==> config.mk <==
export PLATFORM = sky130hd
export DESIGN_NAME = search_cmd_front
export DESIGN_NICKNAME = d
export VERILOG_FILES = /design/src/rtl/scf_pkg.sv /design/src/rtl/scf_select.sv /design/src/rtl/scf_instr_reg.sv /design/src/rtl/scf_decode.sv /design/src/rtl/scf_status.sv /design/src/rtl/search_cmd_front.sv
export SDC_FILE = /design/constraint.sdc
export NUM_CORES = 1
export LEC_CHECK = 0
export CAP_MARGIN = 40
export CORE_MARGIN = 1
export CORE_UTILIZATION = 41
export DETAILED_ROUTE_END_ITERATION = 6
export GPL_TIMING_DRIVEN = 0
export HOLD_SLACK_MARGIN = 0.06
export PLACE_DENSITY = 0.86
export REMOVE_ABC_BUFFERS = 1
export SLEW_MARGIN = 15
export SYNTH_ARGS = -nofsm -noshare
export SYNTH_HDL_FRONTEND = slang
export SYNTH_SLANG_ARGS = --single-unit
==> constraint.sdc <==
create_clock -name clk -period 4.6 [get_ports clk]
set_input_delay 0.46 -clock clk [delete_from_list [all_inputs] [get_ports clk]]
set_output_delay 0.46 -clock clk [all_outputs]
set_load 0.02 [all_outputs]
==> src/rtl/scf_pkg.sv <==
// Shared widths, encodings and types for the search command front end.
// Assumes an instruction layout of opcode, then mask select, then segment
// and write-low bits at fixed data-bus positions.
package scf_pkg;
    localparam int ADDR_W  = 13;
    localparam int DATA_W  = 32;
    localparam int PAGE_W  = 4;
    localparam int OP_W    = 6;
    localparam int MASK_W  = 3;
    localparam int KIND_W  = 2;
    localparam int SEG_BIT = 12;
    localparam int WRN_BIT = 13;
    localparam int DP_BIT  = OP_W - 1;
    localparam int DS_W    = PAGE_W + 1;
    localparam int STAT_USED = ADDR_W + PAGE_W + 3 + KIND_W;

    localparam logic [1:0] MODE_DIRECT = 2'b00;
    localparam logic [1:0] MODE_PROG   = 2'b11;
    localparam logic [OP_W-1:0] OP_DEVSEL_WR = 6'h3A;

    typedef struct packed {
        logic              valid;
        logic              random;
        logic              dphase;
        logic              wr;
        logic              seg;
        logic [MASK_W-1:0] mask;
        logic [OP_W-1:0]   code;
        logic [ADDR_W-1:0] addr;
    } op_t;

    typedef struct packed {
        logic              wr;
        logic              seg;
        logic [MASK_W-1:0] mask;
        logic [OP_W-1:0]   code;
    } instr_t;

    function automatic logic carries_data(input logic [OP_W-1:0] code);
        return code[DP_BIT];
    endfunction
endpackage

==> src/rtl/scf_select.sv <==
// Selection unit: holds the device-select register and combines it with
// the two active-low chip-select pins. Assumes the register write strobe
// is already qualified by the decoder.
module scf_select
    import scf_pkg::*;
(
    input  logic              clk,
    input  logic              rst_n,
    input  logic              cs_a_n,
    input  logic              cs_b_n,
    input  logic [PAGE_W-1:0] page_addr,
    input  logic              ds_we,
    input  logic [DS_W-1:0]   ds_din,
    output logic              dev_sel
);
    logic [DS_W-1:0] ds_q;
    logic            ds_match;

    // Device-select register; reset leaves the enable bit inactive (high).
    always_ff @(posedge clk) begin
        if (!rst_n) begin
            ds_q <= {1'b1, {PAGE_W{1'b0}}};
        end else if (ds_we) begin
            ds_q <= ds_din;
        end
    end

    // Register-based selection plus the pin-based one.
    always_comb begin
        ds_match = !ds_q[PAGE_W] && (ds_q[PAGE_W-1:0] == page_addr);
        dev_sel  = !cs_a_n || !cs_b_n || ds_match;
    end
endmodule

==> src/rtl/scf_instr_reg.sv <==
// Instruction register for programmed mode. It captures the instruction
// fields from the data bus on a qualified load and holds them until the
// next load. The valid flag shows that any instruction has been loaded.
module scf_instr_reg
    import scf_pkg::*;
(
    input  logic              clk,
    input  logic              rst_n,
    input  logic              load,
    input  logic [DATA_W-1:0] din,
    output logic              ir_valid,
    output instr_t            ir
);
    // Capture the fields on load, hold them otherwise.
    always_ff @(posedge clk) begin
        if (!rst_n) begin
            ir_valid <= 1'b0;
            ir       <= '0;
        end else if (load) begin
            ir_valid <= 1'b1;
            ir.code  <= din[OP_W-1:0];
            ir.mask  <= din[OP_W+MASK_W-1:OP_W];
            ir.seg   <= din[SEG_BIT];
            ir.wr    <= !din[WRN_BIT];
        end
    end
endmodule

==> src/rtl/scf_decode.sv <==
// Combinational decoder. It chooses between direct and programmed control
// and forms the next operation, the instruction-load strobe, the status-read
// strobe and the device-select write. It assumes the selection is computed
// from the current register state.
module scf_decode
    import scf_pkg::*;
(
    input  logic              dev_sel,
    input  logic [1:0]        cfg_mode,
    input  logic              wr_n,
    input  logic              av_n,
    input  logic              seg_sel,
    input  logic [ADDR_W-1:0] ctl_bus,
    input  logic [DATA_W-1:0] dq_in,
    input  logic              ir_valid,
    input  instr_t            ir,
    output op_t               op_nxt,
    output logic              ir_load,
    output logic              stat_rd,
    output logic              ds_we,
    output logic [DS_W-1:0]   ds_din
);
    logic [OP_W-1:0] dq_code;
    logic            unused_dq;

    assign dq_code   = dq_in[OP_W-1:0];
    assign ds_din    = dq_in[DS_W-1:0];
    assign unused_dq = ^{dq_in[DATA_W-1:WRN_BIT+1], dq_in[SEG_BIT-1:OP_W+MASK_W]};

    // Decode one sampled cycle into at most one action.
    always_comb begin
        op_nxt  = '0;
        ir_load = 1'b0;
        stat_rd = 1'b0;
        ds_we   = 1'b0;
        if (dev_sel && cfg_mode == MODE_DIRECT) begin
            if (!av_n) begin
                op_nxt.valid  = 1'b1;
                op_nxt.random = 1'b1;
                op_nxt.dphase = 1'b1;
                op_nxt.wr     = !wr_n;
                op_nxt.seg    = seg_sel;
                op_nxt.addr   = ctl_bus;
            end else begin
                op_nxt.valid  = 1'b1;
                op_nxt.code   = ctl_bus[OP_W-1:0];
                op_nxt.mask   = ctl_bus[OP_W+MASK_W-1:OP_W];
                op_nxt.wr     = !wr_n;
                op_nxt.seg    = seg_sel;
                op_nxt.dphase = carries_data(ctl_bus[OP_W-1:0]);
                ds_we = (ctl_bus[OP_W-1:0] == OP_DEVSEL_WR) && !wr_n;
            end
        end else if (dev_sel && cfg_mode == MODE_PROG) begin
            if (av_n && !wr_n) begin
                ir_load = 1'b1;
                if (!carries_data(dq_code)) begin
                    op_nxt.valid = 1'b1;
                    op_nxt.code  = dq_code;
                    op_nxt.mask  = dq_in[OP_W+MASK_W-1:OP_W];
                    op_nxt.seg   = dq_in[SEG_BIT];
                    op_nxt.wr    = !dq_in[WRN_BIT];
                end
            end else if (av_n) begin
                stat_rd = 1'b1;
            end else if (ir_valid && carries_data(ir.code)) begin
                op_nxt.valid  = 1'b1;
                op_nxt.dphase = 1'b1;
                op_nxt.code   = ir.code;
                op_nxt.mask   = ir.mask;
                op_nxt.seg    = ir.seg;
                op_nxt.wr     = ir.wr;
                ds_we = (ir.code == OP_DEVSEL_WR) && ir.wr;
            end
        end
    end
endmodule

==> src/rtl/scf_status.sv <==
// Status return for programmed mode. On a status read it packs the core's
// search results with the page address into one word for a single cycle.
// Assumes the result inputs are stable around the sampling edge.
module scf_status
    import scf_pkg::*;
(
    input  logic              clk,
    input  logic              rst_n,
    input  logic              rd,
    input  logic [ADDR_W-1:0] st_addr,
    input  logic [PAGE_W-1:0] page_addr,
    input  logic              st_match_n,
    input  logic              st_multi_n,
    input  logic              st_full_n,
    input  logic [KIND_W-1:0] st_kind,
    output logic              stat_valid,
    output logic [DATA_W-1:0] stat_data
);
    localparam int PAD_W = DATA_W - STAT_USED;

    // Register the packed word on a read; otherwise clear it.
    always_ff @(posedge clk) begin
        if (!rst_n) begin
            stat_valid <= 1'b0;
            stat_data  <= '0;
        end else begin
            stat_valid <= rd;
            stat_data  <= rd ? {{PAD_W{1'b0}}, st_kind, st_full_n, st_multi_n,
                                st_match_n, page_addr, st_addr} : '0;
        end
    end
endmodule

==> src/rtl/search_cmd_front.sv <==
// Top of the search command front end. It connects selection, the
// instruction register, the decoder and status return, and registers the
// issued operation as a one-cycle pulse. Assumes the rising clock edge
// stands in for the sampling edge of the external chip enable.
module search_cmd_front
    import scf_pkg::*;
(
    input  logic              clk,
    input  logic              rst_n,
    input  logic [1:0]        cfg_mode,
    input  logic [PAGE_W-1:0] page_addr,
    input  logic              cs_a_n,
    input  logic              cs_b_n,
    input  logic              wr_n,
    input  logic              av_n,
    input  logic              seg_sel,
    input  logic [ADDR_W-1:0] ctl_bus,
    input  logic [DATA_W-1:0] dq_in,
    input  logic [ADDR_W-1:0] st_addr,
    input  logic              st_match_n,
    input  logic              st_multi_n,
    input  logic              st_full_n,
    input  logic [KIND_W-1:0] st_kind,
    output logic              op_valid,
    output logic [OP_W-1:0]   op_code,
    output logic [MASK_W-1:0] op_mask,
    output logic              op_seg,
    output logic              op_write,
    output logic              op_data_phase,
    output logic              op_random,
    output logic [ADDR_W-1:0] op_addr,
    output logic              stat_valid,
    output logic [DATA_W-1:0] stat_data
);
    logic            dev_sel;
    logic            ds_we;
    logic [DS_W-1:0] ds_din;
    logic            ir_load;
    logic            ir_valid;
    instr_t          ir;
    logic            stat_rd;
    op_t             op_nxt;
    op_t             op_q;

    scf_select u_select (
        .clk       (clk),
        .rst_n     (rst_n),
        .cs_a_n    (cs_a_n),
        .cs_b_n    (cs_b_n),
        .page_addr (page_addr),
        .ds_we     (ds_we),
        .ds_din    (ds_din),
        .dev_sel   (dev_sel)
    );

    scf_instr_reg u_ir (
        .clk      (clk),
        .rst_n    (rst_n),
        .load     (ir_load),
        .din      (dq_in),
        .ir_valid (ir_valid),
        .ir       (ir)
    );

    scf_decode u_dec (
        .dev_sel  (dev_sel),
        .cfg_mode (cfg_mode),
        .wr_n     (wr_n),
        .av_n     (av_n),
        .seg_sel  (seg_sel),
        .ctl_bus  (ctl_bus),
        .dq_in    (dq_in),
        .ir_valid (ir_valid),
        .ir       (ir),
        .op_nxt   (op_nxt),
        .ir_load  (ir_load),
        .stat_rd  (stat_rd),
        .ds_we    (ds_we),
        .ds_din   (ds_din)
    );

    scf_status u_stat (
        .clk        (clk),
        .rst_n      (rst_n),
        .rd         (stat_rd),
        .st_addr    (st_addr),
        .page_addr  (page_addr),
        .st_match_n (st_match_n),
        .st_multi_n (st_multi_n),
        .st_full_n  (st_full_n),
        .st_kind    (st_kind),
        .stat_valid (stat_valid),
        .stat_data  (stat_data)
    );

    // Operation output register: a one-cycle pulse per decoded cycle.
    always_ff @(posedge clk) begin
        if (!rst_n) op_q <= '0;
        else        op_q <= op_nxt;
    end

    assign op_valid      = op_q.valid;
    assign op_code       = op_q.code;
    assign op_mask       = op_q.mask;
    assign op_seg        = op_q.seg;
    assign op_write      = op_q.wr;
    assign op_data_phase = op_q.dphase;
    assign op_random     = op_q.random;
    assign op_addr       = op_q.addr;

    AST_MODE_SILENT: assert property (@(posedge clk) disable iff (!rst_n)
        ($past(cfg_mode) != MODE_DIRECT && $past(cfg_mode) != MODE_PROG) |-> (!op_valid && !stat_valid));
    AST_RANDOM_DATA: assert property (@(posedge clk) disable iff (!rst_n)
        (op_valid && op_random) |-> op_data_phase);
    AST_LOAD_NO_DATA_OP: assert property (@(posedge clk) disable iff (!rst_n)
        ($past(dev_sel) && $past(cfg_mode) == MODE_PROG && $past(av_n) && !$past(wr_n)) |-> !op_data_phase);
    AST_STAT_PROG_ONLY: assert property (@(posedge clk) disable iff (!rst_n)
        stat_valid |-> ($past(cfg_mode) == MODE_PROG && !op_valid));
    AST_PROG_NO_RANDOM: assert property (@(posedge clk) disable iff (!rst_n)
        (op_valid && $past(cfg_mode) == MODE_PROG) |-> (!op_random && op_addr == '0));
    AST_SELECT_GATES: assert property (@(posedge clk) disable iff (!rst_n)
        (op_valid || stat_valid) |-> $past(dev_sel));
    AST_IDLE_ZERO: assert property (@(posedge clk) disable iff (!rst_n)
        !op_valid |-> (op_code == '0 && op_mask == '0 && !op_random && !op_data_phase && op_addr == '0));
endmodule

After elaboration in Yosys (flattened, before gate mapping)
Index checks and enable logic that the tools add are counted.

storage, ports and cells
  flip-flop bits (word level) = 77
  logic and storage cells = 70
  output and inout port bits = 60
  input port bits = 76

cells by class
  reduce and logical (&&, ||, !) cells = 18
  equal/unequal tests = 4
  bitwise logic cells = 2
  mux-type cells = 29

operators with widths
  cell                                   count
  12-bit 2-to-1 mux                      4
  11-bit 2-to-1 mux                      2
  1-bit 2-to-1 mux                       21
  6-bit == test (second input constant)  2
  9-bit 2-to-1 mux                       1
  1-bit logical AND                      7
  1-bit logical NOT                      5
  4-bit == test                          1
  2-bit AND reduction                    2
  3-bit 2-to-1 mux                       1
  3-bit OR reduction                     1
  2-bit == test (second input constant)  1
  2-bit logical NOT                      1
  1-bit logical OR                       2
  1-bit NOT                              2

Logic depth before layout (Yosys ltp)
  word-level depth = 7
  gate-level depth with buffers = 7
  depth with buffers taken out = 5

Hierarchy
A second synthesis with hierarchy kept.

second synthesis, totals
  cells, all modules = 246
  area, all modules = 2,673.8 um^2

modules (own cells, without submodules)
  module            area each (um^2)  cells each  times used
  search_cmd_front  758.2             56          1
  scf_status        720.7             61          1
  scf_decode        495.5             69          1
  scf_instr_reg     459.2             38          1
  scf_select        240.2             22          1

Worst setup path before layout
No wires, ideal clock.

  kind = in2reg
  start point = in page_addr[2]
  end point = reg op_q (netlist bit op_data_phase)
  library setup time = 69 ps
  required time = 4,531 ps
  cell stages on the path = 6
  setup slack = 2,862 ps
  arrival = 1,669 ps
  path buffers = 1
  cell sequence = xnor2_1 > nand3_1 > o311a_4 > buf_6 > or3_4 > a21oi_2

between the ends
  cells in the longest elaborated chain, start to end = 6
  elaborated cells between the ends (all ways) = 7
  classes of those cells = 1 x eq/ne; 2 x mux; 4 x reduce/logical

RTL lines
  element               RTL line                text
  from (decl)           search_cmd_front.sv:11  input logic [PAGE_W-1:0] page_addr,
  4-bit == test *       scf_select.sv:30        ds_match = !ds_q[PAGE_W] && (ds_q[PAGE_W-1:0] == page_addr);
  1-bit logical AND *   scf_select.sv:30
  1-bit logical OR *    scf_select.sv:31        dev_sel = !cs_a_n || !cs_b_n || ds_match;
  1-bit logical AND     scf_decode.sv:53        end else if (dev_sel && cfg_mode == MODE_PROG) begin
  12-bit 2-to-1 mux     scf_decode.sv:53
  12-bit 2-to-1 mux *   scf_decode.sv:36        if (dev_sel && cfg_mode == MODE_DIRECT) begin
  to (signal assigned)  search_cmd_front.sv:99  else op_q <= op_nxt;
  to (decl)             search_cmd_front.sv:43  op_t op_q;

Mark *: on every way between the ends. The rest lies on a longest branch, timed or not.
A chain may end at the register's enable or synchronous reset.

Worst setup path in the final report
  start point = in page_addr[2]
  end point = reg u_stat.stat_data[21]

between the ends
  cells in the longest elaborated chain, start to end = 7
  elaborated cells between the ends (all ways) = 8
  classes of those cells = 1 x eq/ne; 2 x mux; 5 x reduce/logical

RTL lines
  element                                 RTL line          text
  4-bit == test *                         scf_select.sv:30
  1-bit logical AND *                     scf_select.sv:30
  1-bit logical OR *                      scf_select.sv:31
  1-bit logical AND                       scf_decode.sv:53
  1-bit 2-to-1 mux                        scf_decode.sv:53
  1-bit 2-to-1 mux *                      scf_decode.sv:36
  2-bit AND reduction (no source line) *  --
  to (signal assigned)                    scf_status.sv:28  stat_data <= rd ? {{PAD_W{1'b0}}, st_kind, st_full_n, st_multi_n,
  to (decl)                               scf_status.sv:17  output logic [DATA_W-1:0] stat_data

Marked as above.

==> results.txt <==
----------------------------------------------------
[CTS]
  Post-cts resize count ... 0
  Count of hold-fix buffers inserted at cts ... 0
  H-Tree Level Count ... 3
  Clock transition time at the flip-flop clock pins of the worst setup and hold paths ... ~70 ps
  Number of buffers created by CTS ... 9
  Clock network latency to the later pin of the worst-skew pair ... 330 ps
  Clock Tree Root ... clkbuf_8
  Bufs on Longest Clock Path ... 2
  Setup fix buffers added after clock tree synthesis ... 0
  TritonCTS clock tree ... built
  Clock Sinks ... 67

[Timing]
  Final setup violation count ... 0
  Worst-case headroom to the max-slew limit ... around 49%
  Final hold slack ... 477 ps
  Peak clock frequency supported by timing ... between 400 and 500 MHz
  Actual slew at the worst max-slew pin ... 765 ps
  Max-slew violation count ... 0
  Final number of hold-violating endpoints ... 0
  Smallest setup slack after layout ... 2200 ps
  Post-route clock skew ... 5.52 ps
  Setup total negative slack ... 0 ps
  Final Cycle Share ... 52.3%
  Time the worst path needs with I/O delays and setup ... 2400 ps
  Unrepaired setup endpoints after global routing ... false

[Worst setup path]
  Worst Reg-to-Reg Cells ... 6
  Worst Setup Path Type ... input port to flip-flop
  Kind of start point of the critical path ... input port
  Crit Path Max Fanout ... 32
  Delay contributed by the slowest stage of the critical path ... 540 ps
  Worst R2R Setup Slack ... 2460 ps
  Worst endpoint required time ... ~4900 ps
  Category of the worst setup path capture point ... flip-flop
  List of cells traversed by the critical path ... clkdlybuf4s50_1 -> xnor2_1 -> nand3_1 -> o311a_4 -> nor3_2 -> buf_4 -> and2_1
  Cell at the slowest stage of the critical path ... nor3_2
  Worst endpoint data arrival time ... 2680 ps

[Floorplanning]
  Chip width ... approximately 79 um
  Core outline area ... 0.00561 mm^2
  Starting Density ... between 40% and 50%
  IO Pins ... 136
  Overall die height ... 78.8 um
  Row cnt ... 27
  Die Area ... around 0.0062 mm^2

[Synthesis]
  Cell with the most instances after synthesis ... dfxtp_1
  Synth Instances ... 235
  Total standard cell area after synthesis ... 0.00242 mm^2
  Flip-flop and latch count after synthesis ... 67
  Sequential area share after synthesis ... 55.4%
  Async S/R FF share, synth ... 0%
  Number of distinct library cell variants in the gate-level netlist after synthesis ... 39
  Most area-consuming cells after synthesis ... dfxtp_1 (55%), and2_1 (9.0%), nand3_1 (3.9%), a221o_1 (3.7%), a21oi_1 (3.5%)
  Number of synthesized flops with an enable pin ... 0
  Cell accounting for the most synthesized area ... dfxtp_1
  Synthesized area divided by synthesized cell count ... between 10 and 15 um^2
  Synth cell count leaders ... dfxtp_1 (67), and2_1 (35), nand3_1 (19)
  Number of warnings printed during yosys synthesis ... 0
  Portion of synthesized cell area occupied by the leading cell type ... between 50% and 60%
  Top_reg_cell synth ... dfxtp_1

[Place]
  Worst slack at placement ... 1840 ps
  Routability-driven placement congestion ratio ... 0.798
  Number of port buffers ... 104
  Detailed placer's ending HPWL ... 4370 um

[Routing]
  Number of nets with antenna violations after routing ... 0
  Via count ... 2114
  Drt drc ... 0
  Total length of routed wires ... 5860 um
  Iteration-0 DRC Markers ... 82
  Post-DR vias/cell ... 5.07
  Number of detailed-routing iterations run before antenna repair ... 4
  Drt wl/cell ... 14.1 um

[Worst hold path]
  Path class of the lowest-slack min-delay path ... flip-flop to flip-flop
  Hold Path Stages ... 1

[Pwr]
  Peak VDD IR ... 237 uV
  Static leakage power ... 0.00139 uW
  Total power per unit cell area ... between 300 and 400 mW/mm^2

[Run status]
  Result of the run ... finished clean

[Job]
  Number of max-cap violations ... 0

[Finish]
  Layout overhead on the synthesized area ... 55.6%
  Fill cell total of the finished layout ... 418
  Number of diodes added for antenna fixing ... 0
  Share of cells above drive strength 1 ... 8.12%
  Nets ... around 420

[Global routing]
  GRT Util Overall ... 19.2%
  Overflow left after global routing ... 0
  Maximum number of pins on one net before global-route repair ... 33
  Wire length of the first global-routing pass ... 9110 um
  Number of antenna violations at the first check in global routing ... 0
  Number of global-route vias before repair ... 1948

----------------------------------------------------
-- per-layer routing --
layer	track usage [%]	part of all wire [%]	routed length, um
met1	22.8	42	2480
met2	32.4	48	2840
met3	4.71	7.3	430
met4	8.91	1.9	110
met5	0	0	0
-- logic make-up after synthesis --
family / share of synthesized area, %
buffers and inverters: 5.48
and+or+nand+nor: 23.3
AOI/OAI and AO/OA: 14.3
other: 0.155
DFF: 55.4
xor gates and xnor gates: 1.45
-- layout make-up --
| class | count | area, um^2 | share of cell area (%) |
|---|---|---|---|
| Clock buffer | 9 | 124 | 3.29 |
| Multi-Input combinational cell | 155 | 988 | 26.2 |
| Tap cell | 72 | 90.1 | 2.39 |
| Clock inverter | 7 | 164 | 4.35 |
| Sequential cell | 67 | 1340 | 35.6 |
| Inverter | 1 | 3.75 | 0.0996 |
| Timing Repair Buffer | 106 | 1060 | 28.0 |
-- placed cells by master, fill, tap and decap left out, drive strengths merged --
cell,Yosys,routed
a221o,9,9
o21a,1,1
nand3b,1,1
conb,1,10
xor2,1,1
o32a,1,1
clkbuf,6,9
a21oi,19,19
nor2b,1,1
nor3b,9,9
nor4bb,1,1
xnor2,3,3
nand4,3,3
a211o,1,1
clkinv,1,3
o21ai,16,16
nand2b,2,2
o311a,1,1
dfxtp,67,67
nor2,4,4
and4b,1,1
nor3,6,6
nand4b,1,1
buf,15,2
bufinv,0,5
clkdlybuf4s50,0,104
or3,2,2
o32ai,1,1
nand3,19,19
or2,1,1
and2,35,35
a211oi,1,1
nand2,4,4
o311ai,1,1
-- sequential cells by signal, indices dropped and copies added (netlist names), 3 cells and up --
signal and cells:
u_select.ds_q 5, op_addr 13, op_mask 3, op_code 6, u_ir.ir 11, u_stat.stat_data 22
-- power breakdown --
group / switching (uW) / internal, uW / total, uW
combinational: 53.0 / 63.0 / 116
sequential: 2.78 / 588 / 591
clock: 218 / 470 / 688
-- stage by stage --
stage          utilization, %  std cells  area [um^2]  total power, uW
3_5_place_dp             62.0        401         3480              719
5_1_grt                  67.2        417         3770             1440
3_3_place_gp             61.6        399         3460              716
2_1_floorplan               -        223         2330              645
4_1_cts                  67.2        417         3770             1400
6_report                 67.2        417         3770             1390
-- worst max-delay path: cells and delay by family --
kind	cells	cell delay [ps]
xor+xnor	1	130
compound gates	1	480
simple gates	3	830
buf+inv	2	760
-- worst paths after layout --
| path | startpoint | end |
|---|---|---|
| worst max-delay path | page_addr[2] | u_stat.stat_data[21] |
| worst min register to register | u_ir.ir_valid | u_ir.ir_valid |
| worst min-delay path | u_ir.ir_valid | u_ir.ir_valid |
| worst max register to register | u_select.ds_q[2] | u_stat.stat_data[21] |
(Power assumes the default switching activity.)
